### src/rtl/rng_regs.sv
module rng_regs #(
  parameter int DW = 32,
  parameter int AW = 4
) (
  input  logic          clk,
  input  logic          rst_n,
  input  logic          bus_wr,
  input  logic          bus_rd,
  input  logic [AW-1:0] bus_addr,
  input  logic [DW-1:0] bus_wdata,
  output logic [DW-1:0] bus_rdata,
  input  logic          rnd_valid,
  input  logic [DW-1:0] rnd_word,
  input  logic          seed_fault,
  input  logic          clk_fault,
  output logic          run_out,
  output logic          clk_chk_on,
  output logic          irq
);
  localparam logic [AW-1:0] A_CTRL = AW'(0);
  localparam logic [AW-1:0] A_STAT = AW'(4);
  localparam logic [AW-1:0] A_DATA = AW'(8);

  logic          run, ien, ckoff;
  logic          rdy, live, seedf, clkf;
  logic [DW-1:0] word;

  wire wr_ctrl = bus_wr && bus_addr == A_CTRL;
  wire wr_stat = bus_wr && bus_addr == A_STAT;
  wire rd_data = bus_rd && bus_addr == A_DATA;
  wire take    = run && rnd_valid && !rdy && !live;

  wire [DW-1:0] ctrl_v = DW'({ckoff, ien, run});
  wire [DW-1:0] stat_v = DW'({clkf, seedf, 2'b00, live, rdy});

  always_ff @(posedge clk) begin
    if (!rst_n) begin
      run   <= 1'b0;
      ien   <= 1'b0;
      ckoff <= 1'b0;
    end else if (wr_ctrl) begin
      run   <= bus_wdata[0];
      ien   <= bus_wdata[1];
      ckoff <= bus_wdata[2];
    end
  end

  always_ff @(posedge clk) begin
    if (!rst_n) begin
      live  <= 1'b0;
      seedf <= 1'b0;
      clkf  <= 1'b0;
    end else begin
      live  <= clk_fault && !ckoff;
      seedf <= (seedf && !(wr_stat && !bus_wdata[4])) || seed_fault;
      clkf  <= (clkf && !(wr_stat && !bus_wdata[5])) || (clk_fault && !ckoff);
    end
  end

  always_ff @(posedge clk) begin
    if (!rst_n) begin
      rdy  <= 1'b0;
      word <= '0;
    end else if (!run) begin
      rdy <= 1'b0;
    end else if (take) begin
      rdy  <= 1'b1;
      word <= rnd_word;
    end else if (rd_data) begin
      rdy <= 1'b0;
    end
  end

  always_ff @(posedge clk) begin
    if (!rst_n) bus_rdata <= '0;
    else if (bus_rd) begin
      case (bus_addr)
        A_CTRL:  bus_rdata <= ctrl_v;
        A_STAT:  bus_rdata <= stat_v;
        A_DATA:  bus_rdata <= rdy ? word : '0;
        default: bus_rdata <= '0;
      endcase
    end
  end

  assign run_out    = run;
  assign clk_chk_on = !ckoff;
  assign irq        = ien && (rdy || seedf || clkf);


  empty_read_zero_chk: assert property (@(posedge clk) disable iff (!rst_n)
    (rd_data && !rdy) |=> bus_rdata == '0);


  fault_blocks_chk: assert property (@(posedge clk) disable iff (!rst_n)
    (live && !rdy) |=> !rdy);


  held_word_chk: assert property (@(posedge clk) disable iff (!rst_n)
    (rdy && live && run && !rd_data) |=> (rdy && $stable(word)));


  read_clears_chk: assert property (@(posedge clk) disable iff (!rst_n)
    (rd_data && rdy) |=> !rdy);


  unread_hold_chk: assert property (@(posedge clk) disable iff (!rst_n)
    (rdy && run && !rd_data) |=> $stable(word));


  stop_clears_chk: assert property (@(posedge clk) disable iff (!rst_n)
    !run |=> !rdy);
endmodule

### config.mk
export PLATFORM = sky130hd
export DESIGN_NAME = rng_regs
export DESIGN_NICKNAME = d
export VERILOG_FILES = /design/src/rtl/rng_regs.sv
export SDC_FILE = /design/constraint.sdc
export NUM_CORES = 1
export LEC_CHECK = 0
export ABC_AREA = 1
export BUFFER_PORTS_ARGS = -buffer_cell sky130_fd_sc_hd__buf_2
export CAP_MARGIN = 20
export CELL_PAD_IN_SITES_DETAIL_PLACEMENT = 1
export CELL_PAD_IN_SITES_GLOBAL_PLACEMENT = 1
export CORE_UTILIZATION = 34
export CTS_CLUSTER_SIZE = 25
export DETAILED_ROUTE_END_ITERATION = 8
export GPL_TIMING_DRIVEN = 0
export MAX_ROUTING_LAYER = met4
export PLACE_DENSITY_LB_ADDON = 0.1
export SYNTH_ARGS = -nofsm -noshare
export SYNTH_HDL_FRONTEND = slang
export SYNTH_SLANG_ARGS = --single-unit
### constraint.sdc
create_clock -name clk -period 1.8 [get_ports clk]
set_clock_uncertainty 0.2 [all_clocks]
set_input_delay 0.36 -clock clk [delete_from_list [all_inputs] [get_ports clk]]
set_output_delay 0.36 -clock clk [all_outputs]
set_load 0.005 [all_outputs]
---- Word-level counts from Yosys, hierarchy flattened ----
Index checks and enable logic that the tools add are counted.
word-level totals
  register bits after elaboration ......... 71
  output and inout port bits .............. 35
  logic and storage cells ................. 42
  input port bits ......................... 75
cells by class
  equal/unequal tests ..................... 2
  multiplexer cells ....................... 4
  reductions and logical operators ........ 27
operators by type and width
  kind                count
  $pmux 32 s3         1
  $mux 32             1
  $logic_and 1x1->1   12
  $logic_not 1->1     7
  $eq 4x3->1 const B  1
  $eq 4x4->1 const B  1
  $logic_not 4->1     1
  $logic_or 1x1->1    4
  $reduce_and 2->1    2
  $mux 1              2
  $reduce_bool 2->1   1

---- Longest topological paths before layout ----
Gate-level depths: netlist (run 1).
  depth in word-level cells ............... 6
  mapped depth ............................ 8
  mapped depth without buffers ............ 7

---- Least setup slack after synthesis (run 1) ----
OpenSTA, ideal clock, no wires.
  path type ............................... input-to-reg
  start ................................... input bus_addr[2]
  end ..................................... register bus_rdata[21]
  stages .................................. 8
  path slack .............................. 0.432 ns
  arrival time ............................ 1.101 ns
  required time ........................... 1.534 ns
  path through ............................ inv_1 -> nand2_2 -> nor2_4 -> nand2_4 -> nor2_8 -> buf_6 -> nand2_1 -> a21oi_2
on the way
  cells in the longest elaborated chain, start to end .. 2
  elaborated cells between the ends (all ways) .. 4
RTL lines
  what                                      line  text
  start, declared                           9     input logic [AW-1:0] bus_addr,
  $eq 4x4->1, or another cell as far along  77    case (bus_addr)
  $pmux 32 s3 *                             77
  end signal, assigned                      78    A_CTRL: bus_rdata <= ctrl_v;
  end signal, assigned                      79    A_STAT: bus_rdata <= stat_v;
  end signal, assigned                      80    A_DATA: bus_rdata <= rdy ? word : '0;
  end, declared                             11    output logic [DW-1:0] bus_rdata,
Mark *: on every way between the ends. The rest lies on a longest branch, timed or not.
A chain may end at the register's enable or synchronous reset.

---- Worst setup path after layout (run 1) ----
  start ................................... register rdy
  end ..................................... output irq
on the way
  cells in the longest elaborated chain, start to end .. 3
RTL lines
  what                           line  text
  start, declared                25    logic rdy, live, seedf, clkf;
  start signal, assigned         62    rdy <= 1'b0;
  start signal, assigned         65    rdy <= 1'b0;
  start signal, assigned         67    rdy <= 1'b1;
  $logic_or 1x1->1 (2 in a row)  88    assign irq = ien && (rdy || seedf || clkf);
  $logic_and 1x1->1              88
  end, declared                  18    output logic irq
No other way between the ends.

==> impl_summary.txt, run 1 <==
----------------------------------------------------
[Route]
  Via-per-instance ratio ... 4.56
  Length of the first detailed-routing pass in iterations ... 6
  Post-detailed-route count of antenna-violating nets ... 0
  Via total after detailed routing ... 2483
  Number of DRC markers after the initial detailed-route iteration ... 39
  Total routed wire length on the met1 layer ... 3100 µm
  Routed len/inst ... 12.9 µm
  Drc violations ... 0
  Total length of routed wires ... 7040 µm
  Uppermost signal routing layer after detailed routing ... met4
  Met2 wire length ... 3570 µm
  Total met3 wirelength after detailed routing ... 270 µm

[Synth]
  Cell count after synthesis ... 346
  Mean post-synth cell area ... 7.96 µm²
  Post-synthesis instance area ... 2750 µm²
  Number of distinct standard cells referenced by the synthesized netlist ... 26
  Register bit count reported by yosys ... 71
  Syn_nets ... 421
  Sequential area share after synthesis ... 0.516
  Synth Warn # ... 0

[Critical path]
  Max FO, Critical Path ... 10
  Data required time of the worst path ... 1.24 ns
  Worst setup path category ... flop to output pin
  Arrival time reported for the critical path endpoint ... 1.16 ns
  Setup crit end kind ... output pin
  Startpoint type of the worst setup path ... flop

[Floorplan]
  Die X ... 92.0 µm
  Core area ... 7770 µm²
  Number of top-level pins ... 110
  Y dimension of the die ... 92.0 µm
  Number of rows in the core area ... 32
  Initial Utilization ... 0.354
  Total Die Area ... 8460 µm²

[STA]
  Portion of the clock cycle consumed by the worst path in the final layout ... 0.957
  Remaining max-slew budget at the tightest pin ... 0.645
  Worst Setup Slack, final ... 0.0776 ns
  Worst Hold Margin ... 0.0501 ns
  Measured slew at the worst slew-check pin ... 0.533 ns
  Sum Neg Setup Slack ... 0 ns
  Setup-failing EPs final ... 0
  Hold violation count in the final report ... 0
  Unrepaired setup endpoints after global routing ... no
  Final critical delay including setup and external delays ... 1.72 ns
  Top achievable clock speed ... 581 MHz
  Final-report max-slew violation count ... 0

[Placement]
  Count of port buffers added during placement ... 81
  Gp weighted congestion ... 0.721
  DP HPWL ... 5100 µm
  Instance area at placement ... 3290 µm²
  Worst setup slack before clock tree synthesis ... 0.100 ns

[Clock tree]
  Clock transition time at the flip-flop clock pins of the worst setup and hold paths ... 0.08 ns
  Buffer type at the clock tree root ... clkbuf_8
  Clock Sinks ... 71
  CTS H-Tree Depth ... 3
  Post-CTS Resized ... 0
  Clock tree buffer depth ... 2
  TritonCTS clock tree ... built
  Number of buffers inserted to repair setup after CTS ... 0
  Number of clock buffers inserted by TritonCTS ... 9
  Later-pin clock latency in the skew report ... 0.34 ns
  Hold-fix buffers, CTS ... 0

[Flow run]
  Max-capacitance violation count ... 0

[GRT]
  Via count of the first global-routing pass ... 2584
  Overflow left after global routing ... 0
  Maximum number of pins on one net before global-route repair ... 13
  GRT Overall Usage ... 0.188
  First-pass GRT wire length ... 11900 µm
  Number of antenna violations at the first check in global routing ... 0

[Cells and area]
  Final core utilization ... 0.454
  Most frequent cells in the layout ... buf_2, dfxtp_1, nor2_1, nand2_1, o21ai_1
  Fill count ... 1005
  Finished Cell Area ... 3520 µm²
  Net count, final ... 513
  Number of diodes ... 0
  Area growth from synthesis to layout ... 28.0%
  Fraction of layout cells with a size suffix above 1 ... 0.330
  Most common cell after layout, fill and taps aside ... buf_2

[Power]
  Fraction of power consumed by the clock network ... 0.450
  Internal power summed over all cells ... 0.00251 W
  Logic gate share of total power ... 0.056
  Proportion of power drawn by flip-flops and latches ... 0.494
  Power per standard cell area ... 916 nW/µm²
  Worst IR drop on VDD ... 0.350 mV
  Net load switching power ... 0.000718 W
  Switching part of the total power ... 0.222
  Pleak ... 1.47 nW

[Run status]
  Result of the run ... complete, no violations

[Min path]
  Type of the tightest min-delay check ... primary input to flop

----------------------------------------------------
worst max-delay path: stages (launching register included):
cell,delay (ns)
dfxtp_1,0.30
buf_4,0.17
nor3_2,0.18
nor2_1,0.05
buf_2,0.12
power groups by stage:
stage,clock network [W],registers [W],logic (W)
after floorplan,0,0.00163,0.0000937
after global placement,0,0.00163,0.000178
after detailed placement,0,0.00163,0.000183
after CTS,0.00150,0.00160,0.000184
after global routing,0.00157,0.00160,0.000206
final,0.00145,0.00160,0.000179
logic make-up after synthesis:
group,count (synthesis),share of synthesized area
AO/OA/AOI/OAI,75,0.164
buffers and inverters,33,0.0614
AND/OR/NAND/NOR,167,0.259
flip-flops,71,0.516
flip-flops by register name, indices dropped and copies added, names as in the netlist:
name and flops:
bus_rdata 32, ckoff 1, clkf 1, ien 1, live 1, rdy 1, run_out 1, seedf 1
word 32
Yosys cell counts (all sizes together):
library cell | instances | share of area
buf | 13 | 0.033
nor3 | 1 | 0.0018
nand3 | 14 | 0.027
o21ai | 37 | 0.067
nand4 | 3 | 0.0068
inv | 12 | 0.016
nor2 | 73 | 0.11
clkinv | 1 | 0.0014
dfxtp | 71 | 0.52
clkbuf | 7 | 0.010
a21oi | 38 | 0.096
nand2 | 76 | 0.11
final timing paths:
check | start | end | slack, ns | cells after the start
worst max-delay path | rdy | irq | 0.08 | 4
worst min-delay path | rnd_word[24] | word[24] | 0.05 | 3
worst max register to register | rdy | word[5] | 0.23 | 6
worst min register to register | word[13] | bus_rdata[13] | 0.26 | 2
per-layer routing:
metal	up-vias	track usage
li1	1295	-
met4	0	0.0742
met2	49	0.330
met1	1128	0.204
met5	-	-
met3	11	0.0448
cell type report:
class	instances	area [µm²]	share of cell area
plain buffers	20	123	0.0348
well taps	102	128	0.0362
clock inverters	5	80.1	0.0227
inverters	13	48.8	0.0138
flip-flops and latches	71	1420	0.403
repair buffers	81	405	0.115
multi-input cells	242	1170	0.331
clock buffers	11	151	0.0430
metrics by stage:
stage | cells | total power (W)
2_1_floorplan | 346 | 0.00172
3_3_place_gp | 529 | 0.00181
3_5_place_dp | 529 | 0.00181
4_1_cts | 545 | 0.00328
5_1_grt | 545 | 0.00337
6_report | 545 | 0.00323
(Power assumes the default switching activity.)
==> run 2, diff against run 1 <==
CORE_ASPECT_RATIO = 0.75   (was unset)
==> run 2 against run 1 <==
  * The flow now finishes with violations (design-rule violations)
  * Routed wire length shrank 1.1%
  * Count of clock-buffer cells in the layout is 1 higher
  * Largest power group unchanged
  * Combinational power barely moved
==> impl_summary.txt, run 2 (synthesis results as in run 1) <==
----------------------------------------------------
[STA]
  Portion of the clock cycle consumed by the worst path in the final layout ... 0.945
  Unrepaired setup endpoints after global routing ... no
  Setup-failing EPs final ... 0
  Top achievable clock speed ... 588 MHz
  Remaining max-slew budget at the tightest pin ... 0.656
  Final critical delay including setup and external delays ... 1.70 ns
  Worst Hold Margin ... 0.0523 ns
  Hold violation count in the final report ... 0
  Measured slew at the worst slew-check pin ... 0.516 ns
  Final-report max-slew violation count ... 0
  Sum Neg Setup Slack ... 0 ns

[Cells and area]
  Largest registers ... bus_rdata (32), word (32)
  Most frequent cells in the layout ... buf_2, dfxtp_1, nor2_1, nand2_1, o21ai_1
  Final core utilization ... 0.443
  Fraction of layout cells with a size suffix above 1 ... 0.326
  Area growth from synthesis to layout ... 27.0%
  Net count, final ... 513
  Number of diodes ... 0
  Most common cell after layout, fill and taps aside ... buf_2

[Critical path]
  Worst setup path category ... flop to output pin
  Arrival time reported for the critical path endpoint ... 1.14 ns
  Max FO, Critical Path ... 10
  Setup crit end kind ... output pin
  Data required time of the worst path ... 1.24 ns
  Startpoint type of the worst setup path ... flop
  Reg-to-reg setup timing slack ... 0.28 ns

[Clock tree]
  CTS H-Tree Depth ... 3
  Clock Sinks ... 71
  Later-pin clock latency in the skew report ... 0.34 ns
  Number of buffers inserted to repair setup after CTS ... 0
  TritonCTS clock tree ... built
  Clock transition time at the flip-flop clock pins of the worst setup and hold paths ... 0.07 ns
  Clock tree buffer depth ... 2
  Hold-fix buffers, CTS ... 0
  Buffer type at the clock tree root ... clkbuf_8
  Number of clock buffers inserted by TritonCTS ... 9

[Placement]
  Count of port buffers added during placement ... 81
  Gp weighted congestion ... 0.703
  DP HPWL ... 5000 µm

[Route]
  Routed len/inst ... 12.7 µm
  Drc violations ... 2
  Via total after detailed routing ... 2502
  Length of the first detailed-routing pass in iterations ... 7
  Number of DRC markers after the initial detailed-route iteration ... 64
  Total length of routed wires ... 6960 µm
  Via-per-instance ratio ... 4.57
  Post-detailed-route count of antenna-violating nets ... 0

[Floorplan]
  Y dimension of the die ... 79.9 µm
  Core area ... 7880 µm²
  Number of top-level pins ... 110
  Total Die Area ... 8460 µm²
  Initial Utilization ... 0.349
  Die X ... 106 µm
  Number of rows in the core area ... 28

[Power]
  Pleak ... 1.46 nW
  Power per standard cell area ... 873 nW/µm²
  Worst IR drop on VDD ... 0.326 mV

[Flow run]
  Max-capacitance violation count ... 0

[Run status]
  Violations in the final reports ... design-rule violations
  Result of the run ... finished with violations

[GRT]
  First-pass GRT wire length ... 11600 µm
  GRT Overall Usage ... 0.183
  Via count of the first global-routing pass ... 2510
  Overflow left after global routing ... 0
  Number of antenna violations at the first check in global routing ... 0
  Maximum number of pins on one net before global-route repair ... 12

[Min path]
  Type of the tightest min-delay check ... primary input to flop

----------------------------------------------------
[run 2: per-stage QoR]
stage	setup slack (ns)	total power [W]	area [µm²]	cells
after CTS	0.0179	0.00310	3490	547
after floorplan	0.432	0.00172	2750	346
final	0.0982	0.00305	3490	547
after detailed placement	0.100	0.00181	3290	532
after global placement	0.137	0.00181	3290	532
after global routing	0.0166	0.00319	3490	547
[run 2: layout make-up]
type	count	area [µm²]
Buffer	20	123
Clock buffer	12	155
Clock inverter	3	42.5
Fill cell	1007	4390
Inverter	13	48.8
Multi-Input combinational cell	242	1170
Sequential cell	71	1420
Tap cell	105	131
Timing Repair Buffer	81	405
[run 2: path summary, 6_finish.rpt]
path / start / to / depth (start not counted)
worst min register to register: word[18] / bus_rdata[18] / 2
worst max-delay path: rdy / irq / 4
worst min-delay path: rnd_word[30] / word[30] / 3
worst max register to register: rdy / word[20] / 6
[run 2: metal layers]
layer,share of wire,GRT usage,vias up
met5,0,-,-
met4,0.0052,0.0583,0
met3,0.037,0.0522,3
met2,0.46,0.297,52
met1,0.50,0.220,1151
li1,-,-,1296
[run 2: report_power, final]
group          total, W  leakage [nW]  internal, W  switching (W)
sequential      0.00160         0.573      0.00159      0.0000103
clock           0.00128        0.0985     0.000707       0.000569
combinational  0.000179         0.787    0.0000706       0.000109
[run 2: worst max-delay path: stages (launching register included)]
cell	delay, ns
dfxtp_1	0.30
buf_4	0.17
nor3_2	0.17
nor2_1	0.05
buf_2	0.12
[run 2: timing repair]
| action | CTS | global route |
|---|---|---|
| gates resized for setup | 0 | 3 |
| endpoints found under the setup margin | 0 | 1 |
| endpoints found under the hold margin | 0 | 0 |
